==> src/rtl/wlg_pkg.sv <==
package wlg_pkg;
   localparam int NSTEP = 6;
   localparam int CW    = $clog2(NSTEP + 1);

   typedef enum logic [1:0] {
      EV_NONE = 2'd0,
      EV_ADV  = 2'd1,
      EV_SET  = 2'd2,
      EV_CLR  = 2'd3
   } ev_e;
endpackage

==> src/rtl/wlg_step_match.sv <==
module wlg_step_match
   import wlg_pkg::*;
#(
   parameter int ADDR_W = 11,
   parameter int DATA_W = 8,
   parameter logic [ADDR_W-1:0] KEY_A = 11'h555,
   parameter logic [ADDR_W-1:0] KEY_B = 11'h2AA,
   parameter logic [DATA_W-1:0] D_K1  = 8'hAA,
   parameter logic [DATA_W-1:0] D_K2  = 8'h55,
   parameter logic [DATA_W-1:0] D_SET = 8'hA0,
   parameter logic [DATA_W-1:0] D_BR  = 8'h80,
   parameter logic [DATA_W-1:0] D_CLR = 8'h20
) (
   input  logic              stb,
   input  logic [CW-1:0]     cnt,
   input  logic [ADDR_W-1:0] addr,
   input  logic [DATA_W-1:0] data,
   output logic              cmd,
   output ev_e               ev
);
   logic [NSTEP-1:0] hit;
   logic             set_hit;

   for (genvar k = 0; k < NSTEP; k++) begin : g_step
      localparam logic [ADDR_W-1:0] EA = (k == 1 || k == 4) ? KEY_B : KEY_A;
      localparam logic [DATA_W-1:0] ED = (k == 0 || k == 3) ? D_K1 :
                                         (k == 1 || k == 4) ? D_K2 :
                                         (k == 2)           ? D_BR : D_CLR;
      assign hit[k] = stb && (cnt == CW'(k)) && (addr == EA) && (data == ED);
   end

   assign set_hit = stb && (cnt == CW'(2)) && (addr == KEY_A) && (data == D_SET);
   assign cmd     = set_hit || (|hit);

   always_comb begin
      if (set_hit)            ev = EV_SET;
      else if (hit[NSTEP-1])  ev = EV_CLR;
      else if (|hit)          ev = EV_ADV;
      else                    ev = EV_NONE;
   end
endmodule

==> src/rtl/wlg_state.sv <==
module wlg_state
   import wlg_pkg::*;
#(
   parameter bit INIT_LOCK = 1'b0
) (
   input  logic          clk,
   input  logic          rst_n,
   input  logic          nv_load,
   input  logic          nv_value,
   input  logic          stb,
   input  ev_e           ev,
   input  logic          page_end,
   output logic [CW-1:0] cnt_q,
   output logic          lock_q,
   output logic          win_q
);
   logic [CW-1:0] cnt_d;
   logic          lock_d, win_d;

   always_comb begin
      cnt_d  = cnt_q;
      lock_d = lock_q;
      win_d  = win_q;
      if (nv_load) begin
         lock_d = nv_value;
         win_d  = 1'b0;
         cnt_d  = '0;
      end else begin
         if (stb) begin
            unique case (ev)
               EV_SET: begin lock_d = 1'b1; win_d = 1'b1; cnt_d = '0; end
               EV_CLR: begin lock_d = 1'b0; win_d = 1'b0; cnt_d = '0; end
               EV_ADV: cnt_d = cnt_q + CW'(1);
               default: cnt_d = '0;
            endcase
         end
         if (page_end && !(stb && ev == EV_SET)) win_d = 1'b0;
      end
   end

   always_ff @(posedge clk or negedge rst_n) begin
      if (!rst_n) begin
         cnt_q  <= '0;
         lock_q <= INIT_LOCK;
         win_q  <= 1'b0;
      end else begin
         cnt_q  <= cnt_d;
         lock_q <= lock_d;
         win_q  <= win_d;
      end
   end


   win_in_lock_chk: assert property (@(posedge clk) disable iff (!rst_n)
      win_q |-> lock_q);

   lock_src_chk: assert property (@(posedge clk) disable iff (!rst_n)
      !$stable(lock_q) |-> $past(nv_load || (stb && (ev == EV_SET || ev == EV_CLR))));

   set_done_chk: assert property (@(posedge clk) disable iff (!rst_n)
      (stb && ev == EV_SET && !nv_load) |=> (lock_q && win_q));

   clr_done_chk: assert property (@(posedge clk) disable iff (!rst_n)
      (stb && ev == EV_CLR && !nv_load) |=> (!lock_q && !win_q));

   abort_idle_chk: assert property (@(posedge clk) disable iff (!rst_n)
      (stb && ev == EV_NONE && !nv_load) |=> (cnt_q == '0));

   nv_load_chk: assert property (@(posedge clk) disable iff (!rst_n)
      nv_load |=> (lock_q == $past(nv_value) && !win_q && cnt_q == '0));
endmodule

==> src/rtl/wr_lock_guard.sv <==
module wr_lock_guard
   import wlg_pkg::*;
#(
   parameter int ADDR_W = 11,
   parameter int DATA_W = 8,
   parameter logic [ADDR_W-1:0] KEY_A = 11'h555,
   parameter logic [ADDR_W-1:0] KEY_B = 11'h2AA,
   parameter logic [DATA_W-1:0] D_K1  = 8'hAA,
   parameter logic [DATA_W-1:0] D_K2  = 8'h55,
   parameter logic [DATA_W-1:0] D_SET = 8'hA0,
   parameter logic [DATA_W-1:0] D_BR  = 8'h80,
   parameter logic [DATA_W-1:0] D_CLR = 8'h20,
   parameter bit INIT_LOCK = 1'b0
) (
   input  logic              clk,
   input  logic              rst_n,
   input  logic              nv_load,
   input  logic              nv_value,
   input  logic              wr_stb,
   input  logic [ADDR_W-1:0] wr_addr,
   input  logic [DATA_W-1:0] wr_data,
   input  logic              page_end,
   input  logic              erase_req,
   output logic              lock_flag,
   output logic              wr_permit,
   output logic              erase_permit
);
   if (ADDR_W < 2 || DATA_W < 2) begin : g_bad_width
      $error("wr_lock_guard: ADDR_W and DATA_W must be at least 2");
   end
   if (KEY_A == KEY_B) begin : g_bad_key
      $error("wr_lock_guard: the two key addresses must differ");
   end
   if (D_SET == D_BR) begin : g_bad_branch
      $error("wr_lock_guard: branch data values must differ");
   end

   logic          cmd;
   ev_e           ev;
   logic [CW-1:0] cnt_q;
   logic          lock_q, win_q;

   wlg_step_match #(
      .ADDR_W(ADDR_W), .DATA_W(DATA_W), .KEY_A(KEY_A), .KEY_B(KEY_B),
      .D_K1(D_K1), .D_K2(D_K2), .D_SET(D_SET), .D_BR(D_BR), .D_CLR(D_CLR)
   ) u_match (
      .stb (wr_stb),
      .cnt (cnt_q),
      .addr(wr_addr),
      .data(wr_data),
      .cmd (cmd),
      .ev  (ev)
   );

   wlg_state #(.INIT_LOCK(INIT_LOCK)) u_state (
      .clk     (clk),
      .rst_n   (rst_n),
      .nv_load (nv_load),
      .nv_value(nv_value),
      .stb     (wr_stb),
      .ev      (ev),
      .page_end(page_end),
      .cnt_q   (cnt_q),
      .lock_q  (lock_q),
      .win_q   (win_q)
   );

   assign lock_flag    = lock_q;
   assign wr_permit    = wr_stb && !cmd && !nv_load && (!lock_q || win_q);
   assign erase_permit = erase_req && !lock_q;


   cmd_block_chk: assert property (@(posedge clk) disable iff (!rst_n)
      cmd |-> !wr_permit);

   erase_lock_chk: assert property (@(posedge clk) disable iff (!rst_n)
      lock_flag |-> !erase_permit);

   locked_write_chk: assert property (@(posedge clk) disable iff (!rst_n)
      (wr_stb && lock_q && !win_q) |-> !wr_permit);
endmodule

==> config.mk <==
export PLATFORM = sky130hd
export DESIGN_NAME = wr_lock_guard
export DESIGN_NICKNAME = d
export VERILOG_FILES = /design/src/rtl/wlg_pkg.sv /design/src/rtl/wlg_step_match.sv /design/src/rtl/wlg_state.sv /design/src/rtl/wr_lock_guard.sv
export SDC_FILE = /design/constraint.sdc
export NUM_CORES = 1
export LEC_CHECK = 0
export BUFFER_PORTS_ARGS = -buffer_cell sky130_fd_sc_hd__buf_2
export CORE_AREA = 2 2 39 41
export CTS_CLUSTER_DIAMETER = 100
export DETAILED_ROUTE_END_ITERATION = 8
export DIE_AREA = 0 0 41 43
export PLACE_DENSITY = 0.82
export SLEW_MARGIN = 30
export SYNTH_ARGS = -nofsm -noshare
export SYNTH_HDL_FRONTEND = slang
export SYNTH_SLANG_ARGS = --single-unit
==> constraint.sdc <==
create_clock -name clk -period 2.6 [get_ports clk]
set_input_delay 0.78 -clock clk [delete_from_list [all_inputs] [get_ports clk]]
set_output_delay 0.78 -clock clk [all_outputs]
set_load 0.03 [all_outputs]
# == After elaboration in Yosys (flattened, before gate mapping) ==
# Index checks and enable logic that the tools add are counted.
# word_totals
register_bits,5
inputBits,26
output_inout_bits,3
word_cells,69
# op_classes
n_addsub,1
eq_ne,15
mux,11
reduce_logical,39
# ops
cell,n
$logic_and A1 B1 Y1,25
$eq A8 B8 Y1 const B,3
$eq A11 B10 Y1 const B,1
$eq A11 B11 Y1 const B,1
$mux W3,3
$eq A8 B6 Y1 const B,1
$eq A8 B7 Y1 const B,1
$eq A3 B2 Y1 const B,2
$eq A3 B3 Y1 const B,2
$reduce_bool A3 Y1,2
$reduce_or A6 Y1,1
$mux W1,5
$eq A2 B2 Y1 const B,2
$logic_not A1 Y1,4
$mux W2,2
$reduce_and A2 Y1,2
$reduce_bool A4 Y1,1
$add A3 B1 Y3 const B,1
$eq A3 B1 Y1 const B,1
$logic_not A3 Y1,1
$eq A2 B1 Y1 const B,1
$logic_or A1 B1 Y1,2
$pmux W1 S2,1
$reduce_bool A2 Y1,1

# == Longest topological paths before layout ==
# Gate-level depths: netlist of run 1.
# depth
ltp_word,14
ltp_mapped,7
depth_no_buf,7

# == Modules after synthesis ==
# From an unflattened synthesis of run 1, not the netlist that was laid out.
# unflattened
cells_unflattened,59
area_unflattened_um2,516.7
# by_module_without_submodules
module,instances,cells_each,area_each_um2,seq_area_each_um2
wlg_state,1,25,267.8,125.1
wlg_step_match,1,31,211.5,0.0
wr_lock_guard,1,3,37.5,0.0

# == Least setup slack after synthesis of run 1 ==
# OpenSTA, ideal clock, no wires.
# synth_timing
path_kind,register -> output
start,reg u_state.cnt_q[0]
end,out wr_permit
arrival_ns,2.629
required_ns,1.820
path_slack_ns,-0.809
path_stages_with_launch,7
cell_sequence,dfrtp_1 ha_1 ha_1 o2111ai_1 a21o_1 a21oi_1 a2111oi_0
# synth_between
elab_chain_cells,10
word_cells_on_any_way,31
classes_between,5 x eq/ne; 26 x reduce/logical
# synth_lines
item,line,text
from (decl),wlg_state.sv:13,"output logic [CW-1:0] cnt_q,"
from (signal assigned),wlg_state.sv:47,cnt_q <= cnt_d;
$eq A3 B1 Y1 (tied with other cells),wlg_step_match.sv:29,assign hit[k] = stb && (cnt == CW'(k)) && (addr == EA) && (data == ED);
$logic_and A1 B1 Y1 (on tied branches) (2 in a row),"wlg_step_match.sv:29, wlg_step_match.sv:32",
$logic_and A1 B1 Y1,wlg_step_match.sv:29,
$reduce_or A6 Y1,wlg_step_match.sv:33,assign cmd = set_hit || (|hit);
$logic_or A1 B1 Y1 *,wlg_step_match.sv:33,
$logic_not A1 Y1 *,wr_lock_guard.sv:69,assign wr_permit = wr_stb && !cmd && !nv_load && (!lock_q || win_q);
$logic_and A1 B1 Y1 * (3 in a row),wr_lock_guard.sv:69,
to (decl),wr_lock_guard.sv:25,"output logic wr_permit,"
# Mark *: on every way between the ends. The rest lies on a longest branch, timed or not.

# == Worst setup path in the final report of run 1 ==
# layout_timing
start,in wr_addr[5]
end,out wr_permit
# layout_between
elab_chain_cells,9
word_cells_on_any_way,21
classes_between,2 x eq/ne; 19 x reduce/logical
# layout_lines
item,line,text
from (decl),wr_lock_guard.sv:20,"input logic [ADDR_W-1:0] wr_addr,"
$eq A11 B11 Y1 or $eq A11 B10 Y1 (tied branches),"wlg_step_match.sv:29, wlg_step_match.sv:32",
$logic_and A1 B1 Y1 (on tied branches),"wlg_step_match.sv:29, wlg_step_match.sv:32",
$logic_and A1 B1 Y1,wlg_step_match.sv:29,
$reduce_or A6 Y1,wlg_step_match.sv:33,
$logic_or A1 B1 Y1 *,wlg_step_match.sv:33,
$logic_not A1 Y1 *,wr_lock_guard.sv:69,
$logic_and A1 B1 Y1 * (3 in a row),wr_lock_guard.sv:69,
# Marks and branches as above.

==> run summary, run 1 <==
status: complete, but fails checks
violated checks: setup timing
overall die height: 43 um
Synth Area per Inst: 8.02 um2
top-level I/O count: 29
max incr delay on CP: 0.33 ns
initial core utilization: 36.5%
WHS: 0.344 ns
Static Leak: 0.357 nW
die area: 1760 um2
crit path kind: input port to primary output
Seq/Total Area, Yosys: 24.8%
Cell variety after synth: 27
crit-path cells: buf_2, nor4bb_2, nand3_1, nor4_4, a2111oi_2, buf_4
max_slew headroom: 80.5%
met1 GRT Util: 20.5%
Worst path slowest cell: nor4_4
Antenna Cells: 0
first-pass GRT wire length: 2210 um
met3 Usage GRT: 11.0%
Filler Cell Count: 126
Multi-input gate area: 403 um2
Clock Skews: 0.000225 ns
CP max FO: 2
Gate Count Post-Synth: 63
fin crit share: 105%
initial antenna violation count: 0
count of pins over their slew limit: 0
detailed-route via count: 608
vias in the first global route: 543
GRT Total Usage: 19.0%
combinational share of power: 25.5%
Pint: 0.167 mW
layout cells sized above 1: 50.5%
port bufs: 28
drt first pass iters: 4
CTS tree: built
Max VDD drop: 0.348 mV
Synth-to-Final Area Change: 58.2%
unrepaired setup endpoints after global routing: yes
Critical Path End Type: primary output
max frequency: 367 MHz
sw frac: 27.1%
setup TNS: -0.123 ns
total CTS buffers: 3
Final Hold Vio Count: 0
setup violators final: 1
#FFs+latches synth: 5
drt initial violations: 5
final wirelength: 1470 um
setup slack at placement: -0.212 ns
Net count, final: 133
core area: 1380 um2
max-cap viol count: 0
H-tree depth: 1
synthesized cell area: 505 um2
final total power: 0.229 mW
met2 Use GR: 29.7%
Row Count: 14
Clock power frac: 39.1%
Residual DRC: 0
CP Launch Type: input port
Routed wire per std cell: 12.6 um
warnings from Yosys: 0
Arr. time, crit path: 1.94 ns
Most Crowded Layer GR: met2
largest net degree at the start of global routing: 8
P per Cell Area: 286 nW/um2
Worst-Margin Slew: 0.292 ns
sequential cell area: 128 um2
CTS sink cnt: 5
Max clock buf depth: 2
GPL Wtd Cong: 0.895
Flop pwr share: 35.4%
Critical Path RT: 1.82 ns
Final HPWL DP: 1100 um
Clock transition at path regs: 0.04 ns
CTS root buffer: clkbuf_4
Post-DRT Antenna Nets: 0
setup ws final: -0.123 ns
hold crit path type: input port to asynchronous set/reset pin
minimum clock period: 2.72 ns
gr ovfl total: 0
switching pwr: 0.0619 mW
Avg Vias per Cell: 5.20
Worst-Skew Late Latency: 0.24 ns
hold_buf cts: 0
syn nets: 94
die width: 41 um
worst paths after layout:
path,startpoint,endpoint,slack (ns),cells past startpoint
max,wr_addr[5],wr_permit,-0.12,6
max reg2reg,u_state.cnt_q[0],u_state.cnt_q[2],0.77,7
max in group asynchronous,rst_n,u_state.cnt_q[0],2.11,1
min reg2reg,u_state.cnt_q[1],u_state.cnt_q[1],0.56,2
min,rst_n,u_state.cnt_q[1],0.34,1
min in group clk,u_state.cnt_q[1],u_state.cnt_q[1],0.56,2
cell families after synthesis:
group	share of synthesized area, %
compound gates	19.1
mux	2.23
fa+ha+maj	12.4
simple gates	37.1
flops	24.8
buf+inv	4.46
layer usage:
layer,wire length (um),vias up
li1,-,311
met1,574,276
met2,765,17
met3,88,4
met4,44,0
met5,0,-
power by group through the flow:
| stage | combinational [mW] | sequential, mW | clock, mW |
|---|---|---|---|
| floorplan | 0.0163 | 0.0849 | 0 |
| global placement | 0.0507 | 0.0822 | 0 |
| detailed placement | 0.0518 | 0.0822 | 0 |
| CTS | 0.0564 | 0.0811 | 0.0919 |
| global route | 0.0638 | 0.0812 | 0.102 |
| finish | 0.0583 | 0.0810 | 0.0895 |
synthesized netlist by cell type:
cell	n	area, um2
a21oi_1	2	10.0
a2111oi_0	1	8.76
mux2_2	1	11.3
o21ai_0	3	15.0
inv_1	6	22.5
nand2_1	7	26.3
nor2_1	7	26.3
nand3_1	2	10.0
and4b_1	1	10.0
dfrtp_1	5	125
a21o_1	1	7.51
nor2b_1	2	12.5
nand3b_1	1	7.51
nor4bb_1	3	30.0
or3_1	1	6.26
nand4_1	3	18.8
o2111ai_1	1	8.76
o21ba_2	1	10.0
nand2b_1	1	6.26
nor4_2	1	12.5
and3_1	1	6.26
o31ai_1	3	22.5
a31oi_1	1	6.26
nor3_1	1	5.00
or4b_1	1	10.0
ha_1	5	62.6
o21bai_1	1	7.51
metrics by stage:
stage          std cells  area, um2  utilization [%]
3_5_place_dp         111        702             50.7
6_report             117        800             57.8
3_3_place_gp         111        702             50.7
5_1_grt              117        800             57.8
4_1_cts              116        783             56.6
2_1_floorplan         63        512                -
layout make-up:
cell class | instances | share of cell area [%]
multi-input combinational | 52 | 50.4
tap | 16 | 2.50
timing repair buffer | 34 | 25.0
sequential | 5 | 16.0
inverter | 6 | 2.82
clock buffer | 4 | 3.29
cells in the final DEF (no fill, tap or decap), types with 2 or more instances in the layout:
master    instances
nor2_1            7
inv_1             5
nand4_1           3
nor4bb_1          2
ha_2              2
dfrtp_1           3
nand3_1           2
buf_4             7
clkbuf_4          3
nand2_1           7
dfrtp_2           2
o21ai_0           3
ha_1              3
buf_2            25
o31ai_1           3
nor2b_1           2
buf_6             2
critical path, delay by kind of cell:
family	cells	cell delay [ns]
buf+inv	2	0.27
compound gates	1	0.08
simple gates	3	0.80
sequential cells by signal, indices dropped and copies added (netlist names):
| register | count |
|---|---|
| u_state.cnt_q | 3 |
| u_state.lock_q | 1 |
| u_state.win_q | 1 |
timing repair:
action	in CTS	in global routing
buffers inserted	1	1
gates resized for setup	11	3
pin swaps	8	1
setup endpoints to repair	1	1
(Power assumes the default switching activity.)
==> run 2, diff against run 1 <==
==> constraint.sdc (replaced) <==
create_clock -name clk -period 3.5 [get_ports clk]
set_input_delay 1.05 -clock clk [delete_from_list [all_inputs] [get_ports clk]]
set_output_delay 1.05 -clock clk [all_outputs]
set_load 0.03 [all_outputs]
==> run 2 against run 1 <==
The run now ends clean. Non-clock buffer count is 6 lower. Register-to-register slack improved by 1.0 ns. Critical path type unchanged. Design area fell by 13%. Global-route usage fell by 2.7 points. Combinational power fell by 39%. Die area stayed put. Sequential power decreased by 26%. Critical path depth down 1. Sequential share of layout area is 2.0 points higher. Power fell by 29%. Final cell count down 5.1%. Clock power shrank 25%.
==> run summary, run 2 (same netlist as run 1, synthesis figures left out) <==
status: complete, no violations
Worst-Skew Late Latency: 0.24 ns
unrepaired setup endpoints after global routing: no
Antenna Cells: 0
setup ws final: 0.152 ns
first-pass GRT wire length: 1970 um
Final HPWL DP: 1120 um
max-cap viol count: 0
overall die height: 43 um
hold_buf cts: 0
CP max FO: 2
hold crit path type: register to register
total CTS buffers: 3
Worst-Margin Slew: 0.299 ns
Net count, final: 127
port bufs: 28
Critical Path RT: 2.45 ns
post-CTS setup buffer count: 0
max frequency: 299 MHz
layout cells sized above 1: 36.8%
Post-DRT Antenna Nets: 0
count of pins over their slew limit: 0
Multi-input gate area: 364 um2
drt initial violations: 5
setup slack at placement: 0.145 ns
minimum clock period: 3.35 ns
setup TNS: 0 ns
P per Cell Area: 234 nW/um2
drt first pass iters: 4
commonest non-fill, non-tap cell in the layout: buf_2
die width: 41 um
final wirelength: 1260 um
vias in the first global route: 551
Routed wire per std cell: 11.3 um
GPL Wtd Cong: 0.876
fin crit share: 95.6%
gr ovfl total: 0
commonest non-fill, non-tap cells in the layout: buf_2, nor2_1, nand2_1, inv_1
Critical Path End Type: primary output
die area: 1760 um2
setup violators final: 0
CTS sink cnt: 5
H-tree depth: 1
largest net degree at the start of global routing: 8
Clock transition at path regs: 0.05 ns
Row Count: 14
sequential cell area: 125 um2
Synth-to-Final Area Change: 38.1%
initial core utilization: 36.5%
Final Hold Vio Count: 0
Avg Vias per Cell: 5.33
Clock Skews: 0.00293 ns
detailed-route via count: 592
GRT Total Usage: 16.3%
Arr. time, crit path: 2.30 ns
crit path kind: input port to primary output
max_slew headroom: 79.9%
Biggest register: u_state.cnt_q
CP Launch Type: input port
Filler Cell Count: 126
Largest regs: u_state.cnt_q (3), u_state.lock_q (1), u_state.win_q (1)
# resized after CTS: 0
Max VDD drop: 0.216 mV
Static Leak: 0.312 nW
top-level I/O count: 29
core area: 1380 um2
Residual DRC: 0
Max clock buf depth: 2
initial antenna violation count: 0
CTS root buffer: clkbuf_4
CTS tree: built
max reg flops: 3
run 2: critical path, stage by stage:
cell and delay, ns:
buf_2 0.10, or4b_1 0.53, nor4_2 0.34, a2111oi_2 0.09, buf_2 0.19
run 2: cell type report:
class / instances / area share (%)
multi-input combinational: 52 / 52.2
timing repair buffer: 28 / 20.1
sequential: 5 / 17.9
clock buffer: 4 / 3.76
inverter: 6 / 3.23
tap: 16 / 2.87
run 2: through the flow:
step	instance area [um2]	total power, mW	hold WS, ns	utilization, %	instances
2_1_floorplan	512	0.0752	0.500	-	63
3_3_place_gp	672	0.0963	0.529	48.6	107
3_5_place_dp	672	0.0970	0.544	48.6	107
4_1_cts	698	0.167	0.555	50.5	111
5_1_grt	698	0.176	0.588	50.5	111
6_report	698	0.163	0.548	50.5	111
run 2: worst paths after layout:
kind | start | end | slack (ns) | cells after the start
setup / recovery | wr_addr[6] | wr_permit | 0.15 | 5
hold / removal | u_state.cnt_q[1] | u_state.cnt_q[1] | 0.55 | 2
setup reg to reg | u_state.cnt_q[0] | u_state.cnt_q[1] | 1.77 | 7
hold reg to reg | u_state.cnt_q[1] | u_state.cnt_q[1] | 0.55 | 2
max in group asynchronous | rst_n | u_state.win_q | 2.74 | 1
min in group asynchronous | rst_n | u_state.cnt_q[1] | 0.62 | 1
run 2: per-layer routing:
layer	vias up	GRT usage, %	share of wire [%]
met1	278	17.2	44
met4	0	4.00	0
met5	-	0	0
li1	299	-	-
met3	0	7.85	4.3
met2	15	27.5	52
run 2: power breakdown:
part | switching [mW] | internal (mW) | leakage, nW | total (mW)
logic | 0.0187 | 0.0171 | 0.230 | 0.0358
clock network | 0.0243 | 0.0431 | 0.0150 | 0.0675
registers | 0.00115 | 0.0591 | 0.0671 | 0.0602
total | 0.0441 | 0.119 | 0.312 | 0.163
==> run 3, diff against run 2 <==
--- a/config.mk
+++ b/config.mk
@@ -5,12 +5,12 @@
 export SDC_FILE = /design/constraint.sdc
 export NUM_CORES = 1
 export LEC_CHECK = 0
+export ABC_AREA = 1
 export BUFFER_PORTS_ARGS = -buffer_cell sky130_fd_sc_hd__buf_2
-export CORE_AREA = 2 2 39 41
+export CORE_UTILIZATION = 48
 export CTS_CLUSTER_DIAMETER = 100
 export DETAILED_ROUTE_END_ITERATION = 8
-export DIE_AREA = 0 0 41 43
-export PLACE_DENSITY = 0.82
+export PLACE_DENSITY = 0.93
 export SLEW_MARGIN = 30
 export SYNTH_ARGS = -nofsm -noshare
 export SYNTH_HDL_FRONTEND = slang
==> run 3 against run 2 <==
Sequential power decreased by 0.7%. Setup slack better by 0.22 ns. Die area down 18%. Critical path type unchanged. Largest cell class unchanged.
==> run summary, run 3 <==
status: complete, no violations
crit path from: wr_data[1]
core area: 1160 um2
Final Hold Vio Count: 0
#FFs+latches synth: 5
initial antenna violation count: 0
Worst-Skew Late Latency: 0.26 ns
Async SR Flop Fraction: 100%
die area: 1450 um2
# resized after CTS: 0
unrepaired setup endpoints after global routing: no
commonest non-fill, non-tap cells in the layout: nand2_1, buf_2, nor2_1, inv_1, nand3_1
R2R setup slack: 1.99 ns
hold_buf cts: 0
max frequency: 320 MHz
Filler Cell Count: 106
P per Cell Area: 219 nW/um2
total CTS buffers: 3
overall die height: 38.1 um
initial core utilization: 54.1%
max reg flops: 3
Worst-Margin Slew: 0.196 ns
syn nets: 148
Clock Skews: 0.0103 ns
setup TNS: 0 ns
commonest non-fill, non-tap cell in the layout: nand2_1
minimum clock period: 3.13 ns
CP Launch Type: input port
gr ovfl total: 0
design area: 810 um2
Critical Path RT: 2.45 ns
final wirelength: 1570 um
count leader, synth: nand2_1
top-level I/O count: 29
detailed-route via count: 781
Synth-to-Final Area Change: 29.4%
post-CTS setup buffer count: 0
CTS tree: built
FF-to-FF Start: u_state.cnt_q[0]
Cell variety after synth: 14
Max clock buf depth: 2
Net count, final: 181
drt initial violations: 16
CTS sink cnt: 5
vias in the first global route: 732
Final HPWL DP: 1290 um
Largest regs: u_state.cnt_q (3), u_state.lock_q (1), u_state.win_q (1)
Synth area leaders: dfrtp_1, nand2_1, nor2_1
DR top layer: met4
CP max FO: 4
top-area cell type share of the netlist area: 20.0%
Arr. time, crit path: 2.08 ns
count of pins over their slew limit: 0
port bufs: 28
Routed wire per std cell: 9.60 um
layout cells sized above 1: 23.5%
Residual DRC: 0
routed wl met3: 57 um
Area after DPL: 783 um2
Clock transition at path regs: 0.05 ns
Synth Area per Inst: 5.35 um2
Avg Vias per Cell: 4.79
CTS root buffer: clkbuf_4
warnings from Yosys: 0
Row Count: 12
fin crit share: 89.4%
Static Leak: 0.478 nW
synthesized cell area: 626 um2
number of flops mapped to enable cells by yosys: 0
crit path kind: input port to primary output
setup violators final: 0
R2R depth: 9
wl on met1: 671 um
R2R Path End: u_state.cnt_q[2]
hold crit path type: register to register
Biggest register: u_state.cnt_q
Synth Flop Type: dfrtp_1
max_slew headroom: 86.9%
max-cap viol count: 0
drt first pass iters: 4
die width: 38.1 um
H-tree depth: 1
Gate Count Post-Synth: 117
most common library cells after synthesis: nand2_1, nor2_1, inv_1
GRT Total Usage: 26.7%
first-pass GRT wire length: 2730 um
worst setup path endpoint: wr_permit
area leader, netlist: dfrtp_1
GPL Wtd Cong: 0.789
Seq/Total Area, Yosys: 20.0%
Antenna Cells: 0
Post-DRT Antenna Nets: 0
routed wl met2: 788 um
Max VDD drop: 0.225 mV
Critical Path End Type: primary output
largest net degree at the start of global routing: 7
-- run 3: worst min path at each step --
stage	cells past startpoint	end	slack (ns)	startpoint
after floorplan	2	u_state.cnt_q[1]	0.50	u_state.cnt_q[1]
after global placement	2	u_state.cnt_q[1]	0.52	u_state.cnt_q[1]
after detailed placement	2	u_state.win_q	0.54	u_state.win_q
after CTS	2	u_state.win_q	0.55	u_state.win_q
after global routing	1	u_state.win_q	0.60	rst_n
final	2	u_state.win_q	0.55	u_state.win_q
-- run 3: cell type report --
| class | count | area [um2] | share of cell area (%) |
|---|---|---|---|
| repair buffers | 28 | 140 | 17.3 |
| well taps | 14 | 17.5 | 2.16 |
| multi-input cells | 86 | 403 | 49.8 |
| flip-flops and latches | 5 | 125 | 15.5 |
| clock buffers | 4 | 26.3 | 3.25 |
| inverters | 26 | 97.6 | 12.1 |
-- run 3: critical path, cell delays in order --
cell and delay, ns:
buf_2 0.11, nor2_1 0.13, nand2_1 0.10, inv_1 0.08, nand3_1 0.10, nand3_1 0.10
nand2_1 0.05, nand2_1 0.12, nor2_1 0.06, buf_2 0.17
-- run 3: where the power goes --
group          total (mW)  switching (mW)  internal [mW]
clock              0.0726          0.0291         0.0434
sequential         0.0598        0.000805         0.0590
combinational      0.0447          0.0265         0.0182
-- run 3: logic make-up (layout without fill, tap and decap cells) --
kind of cell	after synthesis	in the layout	share of synthesized area [%]
compound gates	4	4	4.20
fa+ha+maj	5	5	10.0
simple gates	77	77	50.2
flops	5	5	20.0
buf+inv	26	58	15.6
-- run 3: routing by layer --
layer / vias to the layer above / global-route usage (%)
li1: 415 / -
met1: 342 / 30.3
met2: 17 / 45.3
met3: 7 / 4.07
met4: 0 / 17.9
met5: - / 0
-- run 3: stage by stage --
step | worst slack, ns | util, % | instances | hold slack [ns] | total power [mW]
3_5_place_dp | 0.371 | 67.7 | 159 | 0.537 | 0.105
4_1_cts | 0.371 | 70.0 | 163 | 0.549 | 0.178
3_3_place_gp | 0.426 | 67.7 | 159 | 0.524 | 0.104
5_1_grt | 0.205 | 70.0 | 163 | 0.604 | 0.187
6_report | 0.371 | 70.0 | 163 | 0.549 | 0.177
2_1_floorplan | 0.505 | - | 117 | 0.499 | 0.0818
